<file path="config.mk">
export PLATFORM = sky130hd
export DESIGN_NAME = sensor_alert_classifier
export DESIGN_NICKNAME = d
export VERILOG_FILES = /design/src/rtl/sac_pkg.sv /design/src/rtl/sac_ctrl.sv /design/src/rtl/sac_datapath.sv /design/src/rtl/sensor_alert_classifier.sv
export SDC_FILE = /design/constraint.sdc
export NUM_CORES = 1
export LEC_CHECK = 0
export BUFFER_PORTS_ARGS = -buffer_cell sky130_fd_sc_hd__buf_2
export CORE_AREA = 2 2 82 84
export DETAILED_ROUTE_END_ITERATION = 10
export DIE_AREA = 0 0 84 86
export GPL_TIMING_DRIVEN = 0
export PLACE_DENSITY = 0.75
export RECOVER_POWER = 25
export SYNTH_ARGS = -nofsm -noshare
export SYNTH_HDL_FRONTEND = slang
export SYNTH_HIERARCHICAL = 1
export SYNTH_SLANG_ARGS = --single-unit
</file>
<file path="constraint.sdc">
create_clock -name clk -period 1.6 [get_ports clk]
set_input_delay 0.24 -clock clk [delete_from_list [all_inputs] [get_ports clk]]
set_output_delay 0.24 -clock clk [all_outputs]
set_load 0.01 [all_outputs]
</file>
<file path="src/rtl/sac_pkg.sv">
package sac_pkg;

  typedef enum logic [3:0] {
    SelIntrState  = 4'd0,
    SelIntrEnable = 4'd1,
    SelIntrTest   = 4'd2,
    SelAlertTest  = 4'd3,
    SelCfgEn      = 4'd4,
    SelTrig       = 4'd5,
    SelFatalEn    = 4'd6,
    SelRecov      = 4'd7,
    SelFatal      = 4'd8,
    SelStatus     = 4'd9,
    SelNone       = 4'd15
  } regSel_e;

  localparam int unsigned NUM_REGS = 10;
  localparam int unsigned SEL_W    = $bits(regSel_e);

  typedef struct packed {
    logic    wrIntrState;
    logic    wrIntrEnable;
    logic    wrIntrTest;
    logic    wrAlertTest;
    logic    wrCfgEn;
    logic    wrTrig;
    logic    wrFatalEn;
    logic    wrRecov;
    regSel_e sel;
  } ctrlStrobe_t;

endpackage

</file>
<file path="src/rtl/sac_ctrl.sv">
module sac_ctrl
  import sac_pkg::*;
#(
  parameter int unsigned ADDR_W = 6
) (
  input  logic              regWe,
  input  logic [ADDR_W-1:0] regAddr,
  output ctrlStrobe_t       strobe
);

  localparam int unsigned IDX_W = ADDR_W - 2;

  logic [IDX_W-1:0] wordIdx;
  logic             unusedByteSel;
  regSel_e          sel;

  assign wordIdx       = regAddr[ADDR_W-1:2];
  assign unusedByteSel = ^regAddr[1:0];

  always_comb begin
    if (wordIdx < IDX_W'(NUM_REGS)) sel = regSel_e'(wordIdx[SEL_W-1:0]);
    else                            sel = SelNone;
  end

  always_comb begin
    strobe              = '0;
    strobe.sel          = sel;
    strobe.wrIntrState  = regWe && (sel == SelIntrState);
    strobe.wrIntrEnable = regWe && (sel == SelIntrEnable);
    strobe.wrIntrTest   = regWe && (sel == SelIntrTest);
    strobe.wrAlertTest  = regWe && (sel == SelAlertTest);
    strobe.wrCfgEn      = regWe && (sel == SelCfgEn);
    strobe.wrTrig       = regWe && (sel == SelTrig);
    strobe.wrFatalEn    = regWe && (sel == SelFatalEn);
    strobe.wrRecov      = regWe && (sel == SelRecov);
  end

endmodule

</file>
<file path="src/rtl/sac_datapath.sv">
module sac_datapath
  import sac_pkg::*;
#(
  parameter int unsigned NUM_ALERTS = 11,
  parameter int unsigned POK_W      = 2,
  parameter int unsigned DATA_W     = 32
) (
  input  logic                  clk,
  input  logic                  rstN,
  input  ctrlStrobe_t           strobe,
  input  logic [DATA_W-1:0]     wdata,
  input  logic [NUM_ALERTS-1:0] alertEvent,
  input  logic                  localFatalEvt,
  input  logic [POK_W-1:0]      ioPok,
  input  logic                  initDone,
  output logic [DATA_W-1:0]     rdata,
  output logic                  recovAlert,
  output logic                  fatalAlert,
  output logic [1:0]            irq,
  output logic [NUM_ALERTS-1:0] recovQ,
  output logic [NUM_ALERTS:0]   fatalQ,
  output logic [NUM_ALERTS-1:0] fatalEnQ,
  output logic                  cfgEnQ,
  output logic [1:0]            intrStateQ
);

  localparam int unsigned STAT_W = POK_W + 1;

  logic [NUM_ALERTS-1:0] trigQ;
  logic [NUM_ALERTS-1:0] evt;
  logic [NUM_ALERTS-1:0] recovClr;
  logic [1:0]            intrEnQ;
  logic [1:0]            intrSet;
  logic [1:0]            intrClr;
  logic [STAT_W-1:0]     statQ;
  logic                  recovTestQ;
  logic                  fatalTestQ;
  logic                  unusedWdata;

  assign unusedWdata = ^wdata[DATA_W-1:NUM_ALERTS];

  // Trigger bits behave as continuously asserted alert lines.
  assign evt      = alertEvent | trigQ;
  assign recovClr = strobe.wrRecov ? wdata[NUM_ALERTS-1:0] : '0;

  // Per-alert flag slices: set wins over a software clear.
  for (genvar i = 0; i < NUM_ALERTS; i++) begin : gSlice
    always_ff @(posedge clk or negedge rstN) begin
      if (!rstN) begin
        recovQ[i] <= 1'b0;
        fatalQ[i] <= 1'b0;
      end else begin
        recovQ[i] <= (recovQ[i] & ~recovClr[i]) | (evt[i] & ~fatalEnQ[i]);
        fatalQ[i] <= fatalQ[i] | (evt[i] & fatalEnQ[i]);
      end
    end
  end

  always_ff @(posedge clk or negedge rstN) begin
    if (!rstN) begin
      fatalQ[NUM_ALERTS] <= 1'b0;
      fatalEnQ           <= '0;
      cfgEnQ             <= 1'b1;
      trigQ              <= '0;
      recovTestQ         <= 1'b0;
      fatalTestQ         <= 1'b0;
    end else begin
      fatalQ[NUM_ALERTS] <= fatalQ[NUM_ALERTS] | localFatalEvt;
      if (strobe.wrFatalEn && cfgEnQ) fatalEnQ <= wdata[NUM_ALERTS-1:0];
      if (strobe.wrCfgEn && !wdata[0]) cfgEnQ <= 1'b0;
      if (strobe.wrTrig) trigQ <= wdata[NUM_ALERTS-1:0];
      recovTestQ <= strobe.wrAlertTest & wdata[0];
      fatalTestQ <= strobe.wrAlertTest & wdata[1];
    end
  end

  assign recovAlert = (|recovQ) | recovTestQ;
  assign fatalAlert = (|fatalQ) | fatalTestQ;

  // Status sampling and change-detect interrupts (bit0 io, bit1 init).
  assign intrSet = {initDone != statQ[0], ioPok != statQ[STAT_W-1:1]}
                 | (strobe.wrIntrTest ? wdata[1:0] : 2'b00);
  assign intrClr = strobe.wrIntrState ? wdata[1:0] : 2'b00;

  always_ff @(posedge clk or negedge rstN) begin
    if (!rstN) begin
      statQ      <= '0;
      intrStateQ <= '0;
      intrEnQ    <= '0;
    end else begin
      statQ      <= {ioPok, initDone};
      intrStateQ <= (intrStateQ & ~intrClr) | intrSet;
      if (strobe.wrIntrEnable) intrEnQ <= wdata[1:0];
    end
  end

  assign irq = intrStateQ & intrEnQ;

  always_comb begin
    unique case (strobe.sel)
      SelIntrState:  rdata = DATA_W'(intrStateQ);
      SelIntrEnable: rdata = DATA_W'(intrEnQ);
      SelCfgEn:      rdata = DATA_W'(cfgEnQ);
      SelTrig:       rdata = DATA_W'(trigQ);
      SelFatalEn:    rdata = DATA_W'(fatalEnQ);
      SelRecov:      rdata = DATA_W'(recovQ);
      SelFatal:      rdata = DATA_W'(fatalQ);
      SelStatus:     rdata = DATA_W'(statQ);
      default:       rdata = '0;
    endcase
  end

endmodule

</file>
<file path="src/rtl/sensor_alert_classifier.sv">
module sensor_alert_classifier
  import sac_pkg::*;
#(
  parameter int unsigned NUM_ALERTS = 11,
  parameter int unsigned POK_W      = 2,
  parameter int unsigned ADDR_W     = 6,
  parameter int unsigned DATA_W     = 32
) (
  input  logic                  clk,
  input  logic                  rstN,
  input  logic [NUM_ALERTS-1:0] alertEvent,
  input  logic                  localFatalEvt,
  input  logic [POK_W-1:0]      ioPok,
  input  logic                  initDone,
  input  logic                  regWe,
  input  logic [ADDR_W-1:0]     regAddr,
  input  logic [DATA_W-1:0]     regWdata,
  output logic [DATA_W-1:0]     regRdata,
  output logic                  recovAlert,
  output logic                  fatalAlert,
  output logic                  irqIoChange,
  output logic                  irqInitChange
);

  ctrlStrobe_t           strobe;
  logic [1:0]            irq;
  logic [NUM_ALERTS-1:0] recovFlags;
  logic [NUM_ALERTS:0]   fatalFlags;
  logic [NUM_ALERTS-1:0] fatalEn;
  logic                  cfgEn;
  logic [1:0]            intrState;

  sac_ctrl #(.ADDR_W(ADDR_W)) uCtrl (
    .regWe   (regWe),
    .regAddr (regAddr),
    .strobe  (strobe)
  );

  sac_datapath #(
    .NUM_ALERTS (NUM_ALERTS),
    .POK_W      (POK_W),
    .DATA_W     (DATA_W)
  ) uDp (
    .clk           (clk),
    .rstN          (rstN),
    .strobe        (strobe),
    .wdata         (regWdata),
    .alertEvent    (alertEvent),
    .localFatalEvt (localFatalEvt),
    .ioPok         (ioPok),
    .initDone      (initDone),
    .rdata         (regRdata),
    .recovAlert    (recovAlert),
    .fatalAlert    (fatalAlert),
    .irq           (irq),
    .recovQ        (recovFlags),
    .fatalQ        (fatalFlags),
    .fatalEnQ      (fatalEn),
    .cfgEnQ        (cfgEn),
    .intrStateQ    (intrState)
  );

  assign irqIoChange   = irq[0];
  assign irqInitChange = irq[1];

endmodule

</file>
# After elaboration in Yosys (flattened, before gate mapping)
# Index checks and enable logic that the tools add are counted.
# classes
addsub	0
n_mul	0
n_div	0
n_lt_le_gt_ge	1
eq_ne	11
shift	0
n_mux	5
bitwise	88
reduce_logical	14
# op_table
operator	n
$pmux 12 s8	1
$and 1x1->1	35
$or 1x1->1	25
$not 1->1	22
$eq 4x3->1 const B	4
$reduce_or 12->1	1
$mux 11	1
$or 11x11->11	1
$reduce_or 11->1	1
$logic_and 1x1->1	10
$eq 4x2->1 const B	2
$eq 4x4->1 const B	2
$and 2x2->2	2
$eq 4x1->1 const B	1
$logic_not 4->1	1
$lt 4x4->1 const B	1
$mux 2	2
$mux 4	1
$or 2x2->2	2
$ne 2x2->1	1
$not 2->2	1
$logic_not 1->1	1
$ne 1x1->1	1
# word_totals
regBits	55
latch_bits	0
mem_bits_rw	0
romBits	0
output_inout_bits	36
elab_cells	150
mem_count	0

# Depth between registers and ports, before layout
# depth
ltp_word	8
mapped_depth	8
depth_no_buf	5

# Modules after synthesis
# The synthesis kept the hierarchy.
# by_module_without_submodules
module	n_inst	cells_each	area_each_um2
sac_datapath	1	253	2741.4
sac_ctrl	1	19	112.6

# Worst setup path after synthesis
# Ideal clock, no wire load.
# synth_path
path_kind	input -> output
from	input regAddr[5]
to	output regRdata[10]
arrival_time_ns	1.390
slack_ns	-0.030
path_stages	6
path_buffers	2
path_cell_list	buf_2 a21o_2 buf_4 nor3b_4 a22oi_1 o22ai_1
# synth_lines
item	line_no	source
start: declaration	sensor_alert_classifier.sv:16	input logic [ADDR_W-1:0] regAddr,
end: declaration	sensor_alert_classifier.sv:18	output logic [DATA_W-1:0] regRdata,

==> flow_metrics.py <==
metrics = {
    "cells_and_area": {
        "fin_util_pct": 59.3,
        "antenna_cells": 0,
        "final_nets": 413,
        "layout-drive-gt1-share_pct": 37.2,
        "area_growth_syn_to_layout_pct": 30.4,
    },
    "power": {
        "ir_worst_vdd_mv": 0.646,
        "leakage_nw": 1.84,
        "p_per_area_nw_per_um2": 836,
    },
    "sta": {
        "finalWorstSetupSlack_ns": -0.159,
        "tightest_slew_ns": 0.885,
        "hold_viol": 0,
        "rsz0062_at_grt": "yes",
        "fin_tns_setup_ns": -1.52,
        "setup_viol": 11,
        "min_period_ns": 1.76,
        "slew_headroom_pct": 41.0,
        "fin_skew_ns": 0.00477,
        "fmax_ghz": 0.569,
        "hold_ws_ns": 0.0536,
        "finalCritPeriodShare_pct": 110,
        "maxSlewViolCount": 0,
    },
    "logic_synthesis": {
        "syn_area_um2": 2850,
        "synth.area.top_cells": "dfrtp_1 47%, mux2_1 9.1%, buf_4 6.0%",
        "synth_flop_cell": "dfrtp_1",
        "synthArstFlopShare_pct": 100,
        "ys_seq_elements": 55,
        "avgSynthCellArea_um2": 10.5,
        "yosysWarnings": 6,
        "yosysSeqAreaShare_pct": 48.3,
        "netlist.area_leader.share_pct": 47.3,
        "synth_top_area_cell": "dfrtp_1",
        "synth_cell_types": 45,
        "synth_edf_count": 0,
        "synthCells": 272,
    },
    "critical_path": {
        "end_kind": "output port",
        "cp.required_ns": 1.36,
        "worstPathMaxFanout": 5,
        "startpoint": "regAddr[4]",
        "path_class": "in -> out",
        "r2r-start": "uDp/cfgEnQ",
        "cp-start-kind": "input pin",
        "arrival_ns": 1.52,
    },
    "drt": {
        "routed_wl_um": 6900,
        "first_pass_iters": 4,
        "drt-initial-drc-count": 140,
        "num_vias": 2286,
        "via_per_inst": 5.26,
        "drc": 0,
        "post_drt_wl_per_cell_um": 15.9,
        "ant_nets": 0,
    },
    "clock_network": {
        "ctsRootBufferMaster": "clkbuf_8",
        "cts_sinks": 55,
        "tritoncts.num_buffers": 5,
        "clkTransAtPathRegs_ns": 0.09,
        "htreeDepth": 2,
        "cts_buffer_depth": 2,
        "clock_latency_ns": 0.31,
        "cts_tree": "built",
    },
    "grt": {
        "antenna_found_initial": 0,
        "grt_overflow": 0,
        "grt_pass1_vias": 2266,
        "track_usage_pct": 19.8,
        "grt_start_max_net_pins": 56,
        "grt_pass1_wl_um": 11200,
    },
    "job": {
        "cap_viol_max_count": 0,
    },
    "floorplanning": {
        "rows": 29,
        "start_util_pct": 45.5,
        "dieArea_um2": 7220,
        "pin_count": 92,
        "die_w_um": 84,
        "core-area_um2": 6280,
        "die_y_um": 86,
    },
    "placement": {
        "io_buffers": 47,
        "hpwl_um": 4770,
        "gp_congestion": 0.791,
    },
    "hold_path": {
        "hp-class": "in -> reg",
        "min_from": "ioPok[1]",
    },
    "outcome": {
        "run_status": "finished, violations left",
        "violations": "setup timing",
    },
}
-- layout by cell type (no fill, tap or decap), types with 9 or more instances in the layout --
master,Yosys,final
dfrtp_1,54,54
buf_2,4,44
buf_4,23,28
nand2_1,28,28
mux2_1,23,22
conb_1,1,20
nor2_1,18,18
o21ai_1,14,14
nand2b_1,13,13
mux2i_1,12,11
a22oi_2,1,9
o21ai_0,10,9
-- worst max-delay path, stage by stage --
cell      delay (ns)
buf_8           0.10
o21ai_2         0.13
nand2b_1        0.10
buf_6           0.15
and3b_1         0.21
buf_4           0.17
a22oi_2         0.18
o22ai_2         0.09
buf_2           0.15
-- state kept, by name (all words and copies together), names as in the netlist --
signal,cells
uDp/cfgEnQ,1
uDp/fatalEnQ,11
uDp/fatalQ,12
uDp/fatalTestQ,1
uDp/intrEnQ,2
uDp/intrStateQ,2
uDp/recovQ,11
uDp/recovTestQ,1
uDp/statQ,3
uDp/trigQ,11
-- path summary, 6_finish.rpt --
kind                                    to  cells after the start  slack, ns
max                            regRdata[4]                      9      -0.16
min                           uDp/statQ[2]                      1       0.05
max reg2reg                uDp/fatalEnQ[2]                      3       0.16
min reg2reg                  uDp/recovQ[1]                      1       0.50
max in group asynchronous       uDp/cfgEnQ                      3       0.27
min in group asynchronous     uDp/statQ[0]                      2       0.56
-- kinds of logic after synthesis --
kind of cell,Yosys count,synth area share (%)
compound gates,54,12.4
mux,37,14.1
simple gates,89,16.4
other cells,1,0.131
flops,55,48.3
buf+inv,33,7.80
xor+xnor,3,0.921
-- metal layers --
layer | vias to the layer above | global-route usage, % | part of all wire (%)
li1 | 1096 | - | -
met1 | 1120 | 25.5 | 44
met2 | 61 | 32.4 | 49
met3 | 9 | 3.85 | 4.8
met4 | 0 | 9.09 | 1.8
met5 | - | 0 | 0
-- report_power, final --
group / internal (W) / leakage (nW) / total, W / switching [W]
Sequential: 0.00147 / 0.663 / 0.00156 / 0.0000914
Clock: 0.000515 / 0.0618 / 0.000985 / 0.000469
Combinational: 0.000287 / 1.11 / 0.000562 / 0.000275
Total: 0.00228 / 1.84 / 0.00311 / 0.000836
-- metrics by stage --
step	area, µm²	total power (W)	instances	setup WS (ns)
global route	3720	0.00323	435	-0.206
global placement	3320	0.00205	415	-0.343
CTS	3650	0.00311	431	-0.143
detailed placement	3320	0.00206	415	-0.365
finish	3720	0.00311	435	-0.159
floorplan	2990	0.00188	291	0.00559
-- cell type report --
type,instances,area [µm²]
clock buffer,6,82.6
sequential,55,1380
inverter,2,7.51
buffer,31,249
clock inverter,2,38.8
tap,77,96.3
multi-input combinational,203,1500
timing repair buffer,59,369
fill,531,2550
-- repair_timing --
action / CTS / global route
hold buffers: 0 / 1
cloned: 1 / 1
buffers inserted: 7 / 2
pin swaps: 9 / 5
resized for setup: 35 / 6
endpoints found under the setup margin: 13 / 14
hold endpoints to repair: 0 / 14
-- synth_stat cells, drive strengths merged (3+ instances only) --
cell	instances
o21ai	24
nand3	3
nand2b	13
nand2	28
nor4	6
nor3	6
clkbuf	3
o22ai	8
nor2	18
xor2	3
and2	4
dfrtp	54
mux2i	12
a22oi	9
mux2	25
buf	28
No activity file was read; power rests on OpenSTA's default activity.
